$ cat src/rtl/gsched_pkg.sv
package gsched_pkg;

    typedef enum logic {
        ST_IDLE = 1'b0,
        ST_WALK = 1'b1
    } walk_st_e;

    typedef struct packed {
        logic hit;    // entry is the next superblock
        logic later;  // entry lies after the next superblock
        logic fits;   // average delay fits in the budget
        logic safe;   // worst-case delay fits in guaranteed slack
    } entry_verdict_t;

    function automatic int slack_width(input int nsb, input int tw);
        return tw + $clog2(nsb) + 2;
    endfunction

    function automatic int count_width(input int nsb);
        return $clog2(nsb + 1);
    endfunction

endpackage

$ cat src/rtl/gsched_tables.sv
module gsched_tables
    import gsched_pkg::*;
#(
    parameter int NUM_SB = 8,
    parameter int TIME_W = 16,
    localparam int AW    = $clog2(NUM_SB),
    localparam int SW    = slack_width(NUM_SB, TIME_W)
) (
    input  logic                 clk,
    input  logic                 we,
    input  logic [AW-1:0]        waddr,
    input  logic [TIME_W-1:0]    w_wcet,
    input  logic [TIME_W-1:0]    w_avg,
    input  logic [TIME_W-1:0]    w_dwc,
    input  logic [TIME_W-1:0]    w_davg,
    input  logic [AW-1:0]        fin_addr,
    output logic [TIME_W-1:0]    fin_wcet,
    output logic [TIME_W-1:0]    fin_avg,
    input  logic [AW-1:0]        ent_addr,
    output logic [TIME_W-1:0]    ent_dwc,
    output logic [TIME_W-1:0]    ent_davg,
    output logic signed [SW-1:0] margin_sum
);

    typedef struct packed {
        logic [TIME_W-1:0] wcet;
        logic [TIME_W-1:0] avg;
        logic [TIME_W-1:0] dwc;
        logic [TIME_W-1:0] davg;
    } sb_entry_t;

    sb_entry_t ent_q [NUM_SB];

    for (genvar k = 0; k < NUM_SB; k++) begin : g_entry
        always_ff @(posedge clk) begin
            if (we && waddr == AW'(k)) begin
                ent_q[k] <= '{wcet: w_wcet, avg: w_avg, dwc: w_dwc, davg: w_davg};
            end
        end
    end

    function automatic logic signed [SW-1:0] widen(input logic [TIME_W-1:0] v);
        return signed'({{(SW - TIME_W){1'b0}}, v});
    endfunction

    always_comb begin
        fin_wcet = '0;
        fin_avg  = '0;
        ent_dwc  = '0;
        ent_davg = '0;
        if (int'(fin_addr) < NUM_SB) begin
            fin_wcet = ent_q[fin_addr].wcet;
            fin_avg  = ent_q[fin_addr].avg;
        end
        if (int'(ent_addr) < NUM_SB) begin
            ent_dwc  = ent_q[ent_addr].dwc;
            ent_davg = ent_q[ent_addr].davg;
        end
    end

    always_comb begin
        margin_sum = '0;
        for (int k = 0; k < NUM_SB; k++) begin
            margin_sum = margin_sum + widen(ent_q[k].wcet) - widen(ent_q[k].avg);
        end
    end

endmodule

$ cat src/rtl/gsched_order.sv
module gsched_order #(
    parameter int NUM_SB = 8,
    localparam int AW    = $clog2(NUM_SB)
) (
    input  logic          clk,
    input  logic          we,
    input  logic [AW-1:0] wpos,
    input  logic [AW-1:0] wsb,
    input  logic [AW-1:0] rpos,
    output logic [AW-1:0] rsb
);

    logic [AW-1:0] list_q [NUM_SB];

    for (genvar k = 0; k < NUM_SB; k++) begin : g_slot
        always_ff @(posedge clk) begin
            if (we && wpos == AW'(k)) begin
                list_q[k] <= wsb;
            end
        end
    end

    assign rsb = (int'(rpos) < NUM_SB) ? list_q[rpos] : '0;

endmodule

$ cat src/rtl/gsched_walk.sv
module gsched_walk
    import gsched_pkg::*;
#(
    parameter int NUM_SB = 8,
    parameter int TIME_W = 16,
    localparam int AW    = $clog2(NUM_SB),
    localparam int CW    = count_width(NUM_SB),
    localparam int SW    = slack_width(NUM_SB, TIME_W)
) (
    input  logic                 clk,
    input  logic                 rst,
    input  logic                 job_start,
    input  logic                 cp_valid,
    input  logic [TIME_W-1:0]    cp_time,
    input  logic signed [SW-1:0] margin_sum,
    input  logic [TIME_W-1:0]    fin_wcet,
    input  logic [TIME_W-1:0]    fin_avg,
    input  logic [AW-1:0]        ent_sb,
    input  logic [TIME_W-1:0]    ent_dwc,
    input  logic [TIME_W-1:0]    ent_davg,
    output logic [AW-1:0]        fin_addr,
    output logic [AW-1:0]        walk_pos,
    output logic                 gate_open,
    output logic                 busy,
    output logic                 done,
    output logic                 overrun
);

    walk_st_e             st_q;
    logic [CW-1:0]        cnt_q;      // finished superblocks == address of next
    logic [AW-1:0]        pos_q;
    logic signed [SW-1:0] slack_q;
    logic signed [SW-1:0] pslack_q;
    logic signed [SW-1:0] budget_q;
    logic                 gate_q;
    logic                 done_q;
    logic                 ovr_q;

    logic signed [SW-1:0] slack_n;
    logic signed [SW-1:0] pslack_n;
    logic                 cp_blocked;
    logic                 last_pos;
    entry_verdict_t       vd;

    function automatic logic signed [SW-1:0] widen(input logic [TIME_W-1:0] v);
        return signed'({{(SW - TIME_W){1'b0}}, v});
    endfunction

    // finished superblock address is the count before increment
    assign fin_addr   = cnt_q[AW-1:0];
    assign walk_pos   = pos_q;
    assign cp_blocked = (st_q == ST_WALK) || (cnt_q == CW'(NUM_SB));
    assign last_pos   = (pos_q == AW'(NUM_SB - 1));

    assign slack_n  = slack_q  + widen(fin_wcet) - widen(cp_time);
    assign pslack_n = pslack_q + widen(fin_avg)  - widen(cp_time);

    always_comb begin
        vd.hit   = (CW'(ent_sb) == cnt_q);
        vd.later = (CW'(ent_sb) >  cnt_q);
        vd.fits  = (widen(ent_davg) <= budget_q);
        vd.safe  = (widen(ent_dwc)  <= slack_q);
    end

    always_ff @(posedge clk) begin
        if (rst) begin
            st_q     <= ST_IDLE;
            cnt_q    <= '0;
            pos_q    <= '0;
            slack_q  <= '0;
            pslack_q <= '0;
            budget_q <= '0;
            gate_q   <= 1'b0;
            done_q   <= 1'b0;
            ovr_q    <= 1'b0;
        end else begin
            done_q <= 1'b0;
            ovr_q  <= 1'b0;
            if (job_start) begin
                st_q     <= ST_IDLE;
                cnt_q    <= '0;
                pos_q    <= '0;
                slack_q  <= '0;
                pslack_q <= margin_sum;
                gate_q   <= 1'b0;
            end else begin
                if (cp_valid) begin
                    if (cp_blocked) begin
                        ovr_q <= 1'b1;
                    end else begin
                        cnt_q    <= cnt_q + CW'(1);
                        slack_q  <= slack_n;
                        pslack_q <= pslack_n;
                        budget_q <= pslack_n;
                        pos_q    <= '0;
                        st_q     <= ST_WALK;
                    end
                end
                if (st_q == ST_WALK) begin
                    if (vd.hit) begin
                        gate_q <= vd.safe && vd.fits;
                        done_q <= 1'b1;
                        st_q   <= ST_IDLE;
                    end else begin
                        if (vd.later && vd.fits) begin
                            budget_q <= budget_q - widen(ent_davg);
                        end
                        if (last_pos) begin
                            gate_q <= 1'b0;
                            done_q <= 1'b1;
                            st_q   <= ST_IDLE;
                        end else begin
                            pos_q <= pos_q + AW'(1);
                        end
                    end
                end
            end
        end
    end

    assign gate_open = gate_q;
    assign busy      = (st_q == ST_WALK);
    assign done      = done_q;
    assign overrun   = ovr_q;

    // a walk only ends through a decision or a job start
    assert_busy_ends_in_decision_R8: assert property (@(posedge clk) disable iff (rst)
        $fell(busy) |-> done || $past(job_start));

    // the gate only moves on a decision or a job start
    assert_gate_holds_R9: assert property (@(posedge clk) disable iff (rst)
        !$stable(gate_open) |-> done || $past(job_start));

    // overrun only for a blocked checkpoint
    assert_overrun_when_blocked_R9: assert property (@(posedge clk) disable iff (rst)
        overrun |-> $past(cp_valid) && ($past(busy) || $past(cnt_q) == CW'(NUM_SB)));

    // job start closes the gate and stops the walk
    assert_job_start_closes_R2: assert property (@(posedge clk) disable iff (rst)
        job_start |=> !gate_open && !busy);

    // a decision comes out of a walk
    assert_decision_after_walk_R6: assert property (@(posedge clk) disable iff (rst)
        done |-> $past(busy));

endmodule

$ cat src/rtl/gsched_top.sv
module gsched_top
    import gsched_pkg::*;
#(
    parameter int NUM_SB = 8,
    parameter int TIME_W = 16,
    localparam int AW    = $clog2(NUM_SB),
    localparam int SW    = slack_width(NUM_SB, TIME_W)
) (
    input  logic              clk,
    input  logic              rst,
    input  logic              job_start,
    input  logic              cp_valid,
    input  logic [TIME_W-1:0] cp_time,
    input  logic              tbl_we,
    input  logic [AW-1:0]     tbl_addr,
    input  logic [TIME_W-1:0] tbl_wcet,
    input  logic [TIME_W-1:0] tbl_avg,
    input  logic [TIME_W-1:0] tbl_dly_wc,
    input  logic [TIME_W-1:0] tbl_dly_avg,
    input  logic              ord_we,
    input  logic [AW-1:0]     ord_pos,
    input  logic [AW-1:0]     ord_sb,
    output logic              gate_open,
    output logic              busy,
    output logic              done,
    output logic              overrun
);

    logic [AW-1:0]        fin_addr;
    logic [AW-1:0]        walk_pos;
    logic [AW-1:0]        ent_sb;
    logic [TIME_W-1:0]    fin_wcet;
    logic [TIME_W-1:0]    fin_avg;
    logic [TIME_W-1:0]    ent_dwc;
    logic [TIME_W-1:0]    ent_davg;
    logic signed [SW-1:0] margin_sum;

    gsched_tables #(.NUM_SB(NUM_SB), .TIME_W(TIME_W)) u_tables (
        .clk       (clk),
        .we        (tbl_we),
        .waddr     (tbl_addr),
        .w_wcet    (tbl_wcet),
        .w_avg     (tbl_avg),
        .w_dwc     (tbl_dly_wc),
        .w_davg    (tbl_dly_avg),
        .fin_addr  (fin_addr),
        .fin_wcet  (fin_wcet),
        .fin_avg   (fin_avg),
        .ent_addr  (ent_sb),
        .ent_dwc   (ent_dwc),
        .ent_davg  (ent_davg),
        .margin_sum(margin_sum)
    );

    gsched_order #(.NUM_SB(NUM_SB)) u_order (
        .clk (clk),
        .we  (ord_we),
        .wpos(ord_pos),
        .wsb (ord_sb),
        .rpos(walk_pos),
        .rsb (ent_sb)
    );

    gsched_walk #(.NUM_SB(NUM_SB), .TIME_W(TIME_W)) u_walk (
        .clk       (clk),
        .rst       (rst),
        .job_start (job_start),
        .cp_valid  (cp_valid),
        .cp_time   (cp_time),
        .margin_sum(margin_sum),
        .fin_wcet  (fin_wcet),
        .fin_avg   (fin_avg),
        .ent_sb    (ent_sb),
        .ent_dwc   (ent_dwc),
        .ent_davg  (ent_davg),
        .fin_addr  (fin_addr),
        .walk_pos  (walk_pos),
        .gate_open (gate_open),
        .busy      (busy),
        .done      (done),
        .overrun   (overrun)
    );

endmodule

$ cat config.mk
export PLATFORM = sky130hd
export DESIGN_NAME = gsched_top
export DESIGN_NICKNAME = d
export VERILOG_FILES = /design/src/rtl/gsched_pkg.sv /design/src/rtl/gsched_tables.sv /design/src/rtl/gsched_order.sv /design/src/rtl/gsched_walk.sv /design/src/rtl/gsched_top.sv
export SDC_FILE = /design/constraint.sdc
export NUM_CORES = 1
export LEC_CHECK = 0
export BUFFER_PORTS_ARGS = -buffer_cell sky130_fd_sc_hd__buf_4
export CORE_MARGIN = 1
export CORE_UTILIZATION = 45
export CTS_CLUSTER_DIAMETER = 50
export CTS_CLUSTER_SIZE = 14
export DETAILED_ROUTE_END_ITERATION = 8
export GPL_ROUTABILITY_DRIVEN = 0
export GPL_TIMING_DRIVEN = 1
export PLACE_DENSITY = 0.73
export SYNTH_ARGS = -nofsm -noshare
export SYNTH_HDL_FRONTEND = slang
export SYNTH_SLANG_ARGS = --single-unit
$ cat constraint.sdc
create_clock -name clk -period 8 [get_ports clk]
set_clock_uncertainty 0.15 [all_clocks]
set_input_delay 1.6 -clock clk [delete_from_list [all_inputs] [get_ports clk]]
set_output_delay 1.6 -clock clk [all_outputs]
set_load 0.05 [all_outputs]
# == Yosys cells after proc, flatten, opt, wreduce, memory -nomap -nowiden ==
# Memory sizes are Yosys's and may differ from the RTL's. A register that Yosys moved wholly into a read port is not among the register bits.
# Index checks and enable logic that the tools add are counted.
# word_totals
regBits,74
ram_bits,536
input_bits,95
out_inout_bits,4
word_cells,200
n_memories,2
# memory_table
name,depth,width,read_ports,rd_ports_with_merged_regs,wr,line,rtl
u_tables.ent_q,8,64,10,1,1,gsched_tables.sv:32,sb_entry_t ent_q [NUM_SB];
u_order.list_q,8,3,1,1,1,gsched_order.sv:13,logic [AW-1:0] list_q [NUM_SB];
# op_classes
addsub,22
n_lt_le_gt_ge,3
n_eq_ne,18
muxes,100
bitwise_logic,3
n_reduce_logical,43
# ops
cell,count
64-bit two-way mux,7
64-bit OR reduction,7
21-bit by 17-bit subtractor with 21-bit output,10
21-bit by 17-bit adder with 21-bit output,9
21-bit two-way mux,8
3-bit two-way mux,29
1-bit two-way mux,56
17-bit by 21-bit <= comparator with 1-bit output,2
3-bit == test (second input constant),9
3-bit OR reduction,9
1-bit logical AND,18
16-bit by 16-bit subtractor with 17-bit output,1
3-bit by 2-bit == test with 1-bit output (second input constant),4
3-bit by 1-bit == test with 1-bit output (second input constant),2
3-bit logical NOT,2
2-bit AND reduction,3
4-bit by 1-bit adder with 4-bit output (second input constant),1
3-bit by 4-bit == test with 1-bit output,1
4-bit == test (second input constant),1
3-bit by 4-bit greater-than comparator with 1-bit output,1
2-bit nonzero test,2
3-bit by 1-bit adder with 3-bit output (second input constant),1
1-bit NOT,3
2-bit != test (second input constant),1
other kinds (2),2

# == Logic depth before layout (Yosys ltp) ==
# logic_depth
word_depth,16
depth_mapped,30
depth_no_buf,29

# == Modules after synthesis ==
# A second synthesis with hierarchy kept.
# unflattened
hier_cells,2486
area_unflattened_um2,34680.8
# by_module_without_submodules
mod,n_inst,cells_each,area_each_um2,seq_area_each_um2
gsched_tables,1,1434,25994.9,15374.7
gsched_walk,1,1005,7703.6,1481.4
gsched_order,1,47,982.2,720.7

# == Least setup slack after synthesis ==
# No wires, ideal clock.
# synth_timing
path_type,register to register
from,mem u_tables.ent_q[0][48] (netlist bit)
to,reg u_walk.pslack_q[18]
setup_ns,0.122
arrival_ns,6.755
t_required_ns,7.728
setup_slack_ns,0.974
stages_incl_launch_ff,29
n_path_buf,1
period_less_slack_ns,7.026
cell_sequence,edfxtp_1 inv_1 ha_1 inv_1 fa_1 a21oi_1 a2bb2oi_1 a211oi_1 o31ai_1 nand2b_1 a21oi_1 o211a_1 xnor2_1 fa_1 inv_1 fa_1 fa_1 inv_1 fa_1 fa_1 fa_1 ha_1 clkbuf_1 a21oi_1 o21ai_0 a211o_1 a21oi_1 xnor2_1 a221o_1
# synth_lines
element,line,rtl
"start, declared",gsched_tables.sv:32,
"end signal, assigned",gsched_walk.sv:84,pslack_q <= margin_sum;
"end signal, assigned",gsched_walk.sv:93,pslack_q <= pslack_n;
"end, declared",gsched_walk.sv:33,logic signed [SW-1:0] pslack_q;

==> key figures <==
Drt
  • Avg WL per Cell: 21.0 um
  • Antenna-violating nets left: 0
  • DRC viols: 0
  • DRT Pass-1 Iters: 7
  • Final wirelength: 81000 um
  • Via Count: 21.3k
  • Drt via density: 5.53
  • Starting DRT DRC Count: 1881

Timing
  • Post-layout min period: 7.67 ns
  • RSZ-0062 raised after global routing: false
  • Final period util: 95.9%
  • Slew Viols, Final: 0
  • Worst-margin pin slew: 1.00 ns
  • Setup_tns: 0 ns
  • Fmax achieved: 130 MHz
  • Final WS setup: 0.329 ns
  • # setup viols final: 0
  • Rel. slew slack: 31.7%
  • Final hold viol count: 0

Setup path
  • Crit path max fanout: 6
  • Crit. End Element: flop
  • Kind of critical path: flop to flop
  • Crit path arrival time: 8.02 ns
  • CP Data Required Time: 8.35 ns
  • CP Launch Type: flop

Global routing
  • Pin count of the biggest net entering global routing: 73
  • Initial antenna violation count: 5
  • Total GRT Usage: 21.3%
  • Number of global-route vias before repair: 21.8k
  • Gr ovfl total: 0
  • First-pass GRT wire length: 125000 um

Place
  • Post-Place Setup Slack: 0.317 ns
  • Port Buffers: 98
  • DP HPWL: 55600 um
  • Placed Cells: 3743

Pwr
  • Clk pwr share: 23.3%
  • Comb pwr share: 47.9%
  • Internal: 8090 uW
  • Power Density: 341 mW/mm^2
  • NetSw: 4970 uW
  • Leakage power: 0.0147 uW
  • Net switching fraction of the power: 38.1%
  • Sequential share of power: 28.8%
  • Max IR drop VDD: 0.000499 V

Floorplanning
  • Core Region: 0.0749 mm^2
  • Die width: 278 um
  • Chip height: 278 um
  • Initial Util: 45.8%
  • FP Rows: 100
  • Die ar.: 0.0775 mm^2
  • # IOs: 99

Final layout
  • Ratio of cells with drive above 1 in the final layout: 12.4%
  • Commonest cells after routing, fill and taps aside: edfxtp_1 (536), nand2_1 (370), inv_1 (351), fa_1 (242), buf_4 (133)
  • Area of the multi-input gates: 0.0150 mm^2
  • Commonest non-fill, non-tap cell in the layout: edfxtp_1
  • Fin nets: 3310
  • Reg area: 0.0176 mm^2
  • Filler Cell Count: 6191
  • Area growth syn-to-layout: 11.6%
  • Non-Filler Instances: 3861

Synth
  • Mapped Cells: 2737
  • Synthesized flop and latch total: 613
  • Number of enable flip-flop cells after synthesis: 536
  • Top_reg_cell synth: edfxtp_1
  • Syn Nets: 3203
  • Synth Warn #: 0
  • Netlist cell types: 79
  • Syn Area/Cell: 12.6 um^2
  • Sequential area share after synthesis: 51.3%
  • Synth async-reset ratio: 0%
  • Netlist Area Pre-Place: 0.0344 mm^2

CTS
  • Reg clk slew, reported paths: 0.07 ns
  • Root buf cell: clkbuf_16
  • H-tree lvl count: 3
  • Clk_lat worst skew: 0.62 ns
  • CTS max path bufs: 3
  • CTS tree: yes
  • CTS sink cnt: 613
  • TritonCTS Buffers: 68

Worst hold path
  • Tightest Hold Check Type: flop to flop

Run status
  • Status: complete, no violations

Flow run
  • Count of maximum capacitance violations: 0
==> layer usage <==
| metal | track usage, % | share of wire (%) |
|---|---|---|
| met5 | 0 | 0.033 |
| met4 | 9.60 | 3.8 |
| met3 | 3.41 | 6.1 |
| met2 | 35.4 | 49 |
| met1 | 27.6 | 41 |
==> worst paths after layout <==
check / end / cells after the start / slack (ns) / start
worst max register to register: u_walk.pslack_q[18] / 26 / 0.33 / u_tables.ent_q[0][33]
worst min-delay path: u_walk.budget_q[0] / 2 / 0.30 / u_walk.budget_q[0]
worst min register to register: u_walk.budget_q[0] / 2 / 0.30 / u_walk.budget_q[0]
worst max-delay path: u_walk.pslack_q[18] / 26 / 0.33 / u_tables.ent_q[0][33]
==> cell families after synthesis <==
logic type,after synthesis,synth area share [%]
multiplexers,115,5.92
buffers and inverters,451,5.32
adder cells (fa/ha/maj),371,18.8
XOR/XNOR,69,1.76
AO/OA/AOI/OAI,377,7.40
AND/OR/NAND/NOR,741,9.47
flip-flops,613,51.3
==> critical path: stages (launching register included) <==
cell and delay [ns]:
edfxtp_1 0.38, inv_1 0.12, ha_1 0.24, nor2b_1 0.15
o31ai_2 0.32, a21oi_1 0.18, a41o_1 0.32, o41ai_2 0.48
o21bai_1 0.11, a21oi_1 0.19, xnor2_1 0.15, fa_1 0.43
inv_1 0.08, fa_1 0.44, fa_1 0.55, inv_1 0.05
fa_1 0.45, fa_1 0.50, fa_1 0.41, ha_1 0.37
a21o_1 0.22, a21oi_1 0.23, o21ai_0 0.17, a211o_1 0.29
a21oi_1 0.19, xnor2_1 0.10, a221o_1 0.29
==> registers in the layout (all words and copies together), names as in the netlist, named ones only <==
register / count
u_walk.pslack_q: 21
u_walk.walk_pos: 3
u_walk.busy: 1
u_walk.done: 1
u_walk.cnt_q: 4
u_walk.slack_q: 21
u_walk.budget_q: 21
u_tables.ent_q: 512
u_walk.overrun: 1
u_order.list_q: 24
u_walk.gate_open: 1
==> cell usage after synthesis (all sizes together) (23+ instances only) <==
| library cell | count | area (um^2) |
|---|---|---|
| nor2 | 110 | 413 |
| and3 | 23 | 144 |
| clkbuf | 48 | 181 |
| a21o | 23 | 173 |
| buf | 48 | 313 |
| a211oi | 30 | 240 |
| dfxtp | 77 | 1540 |
| a21oi | 95 | 479 |
| ha | 129 | 1610 |
| nor3 | 35 | 175 |
| nand3 | 128 | 641 |
| a31oi | 29 | 181 |
| edfxtp | 536 | 16100 |
| xnor2 | 50 | 438 |
| inv | 355 | 1330 |
| fa | 242 | 4840 |
| o21ai | 87 | 447 |
| nand2 | 370 | 1390 |
| mux2i | 40 | 400 |
| mux4 | 70 | 1580 |
==> metrics by stage <==
stage	hold slack (ns)	instance area (um^2)	power [uW]	util [%]
6_report	0.302	38300	13100	51.2
5_1_grt	0.314	38300	14000	51.2
4_1_cts	0.304	38300	13100	51.1
3_5_place_dp	0.296	36200	9980	48.3
3_3_place_gp	0.286	36200	9830	48.3
2_1_floorplan	0.275	34400	8660	-
==> repair_timing <==
item | CTS | global route
endpoints found under the setup margin | 0 | 2
buffers inserted | 0 | 0
resized for setup | 0 | 3
hold endpoints to repair | 0 | 0
hold buffers | 0 | 0
==> power groups by stage <==
| stage | clock network (uW) | registers (uW) | logic (uW) |
|---|---|---|---|
| floorplan | 0 | 3800 | 4860 |
| global placement | 0 | 3820 | 6010 |
| detailed placement | 0 | 3830 | 6150 |
| CTS | 3080 | 3760 | 6220 |
| global route | 3190 | 3780 | 7020 |
| finish | 3040 | 3760 | 6260 |
==> layout make-up <==
type | count | share of cell area, %
tap | 969 | 3.16
antenna | 3 | 0.0196
sequential | 613 | 46.0
inverter | 355 | 3.48
clock inverter | 41 | 1.11
multi-input combinational | 1673 | 39.1
clock buffer | 74 | 4.50
timing repair buffer | 133 | 2.60
Power figures use the tool's default switching activity.
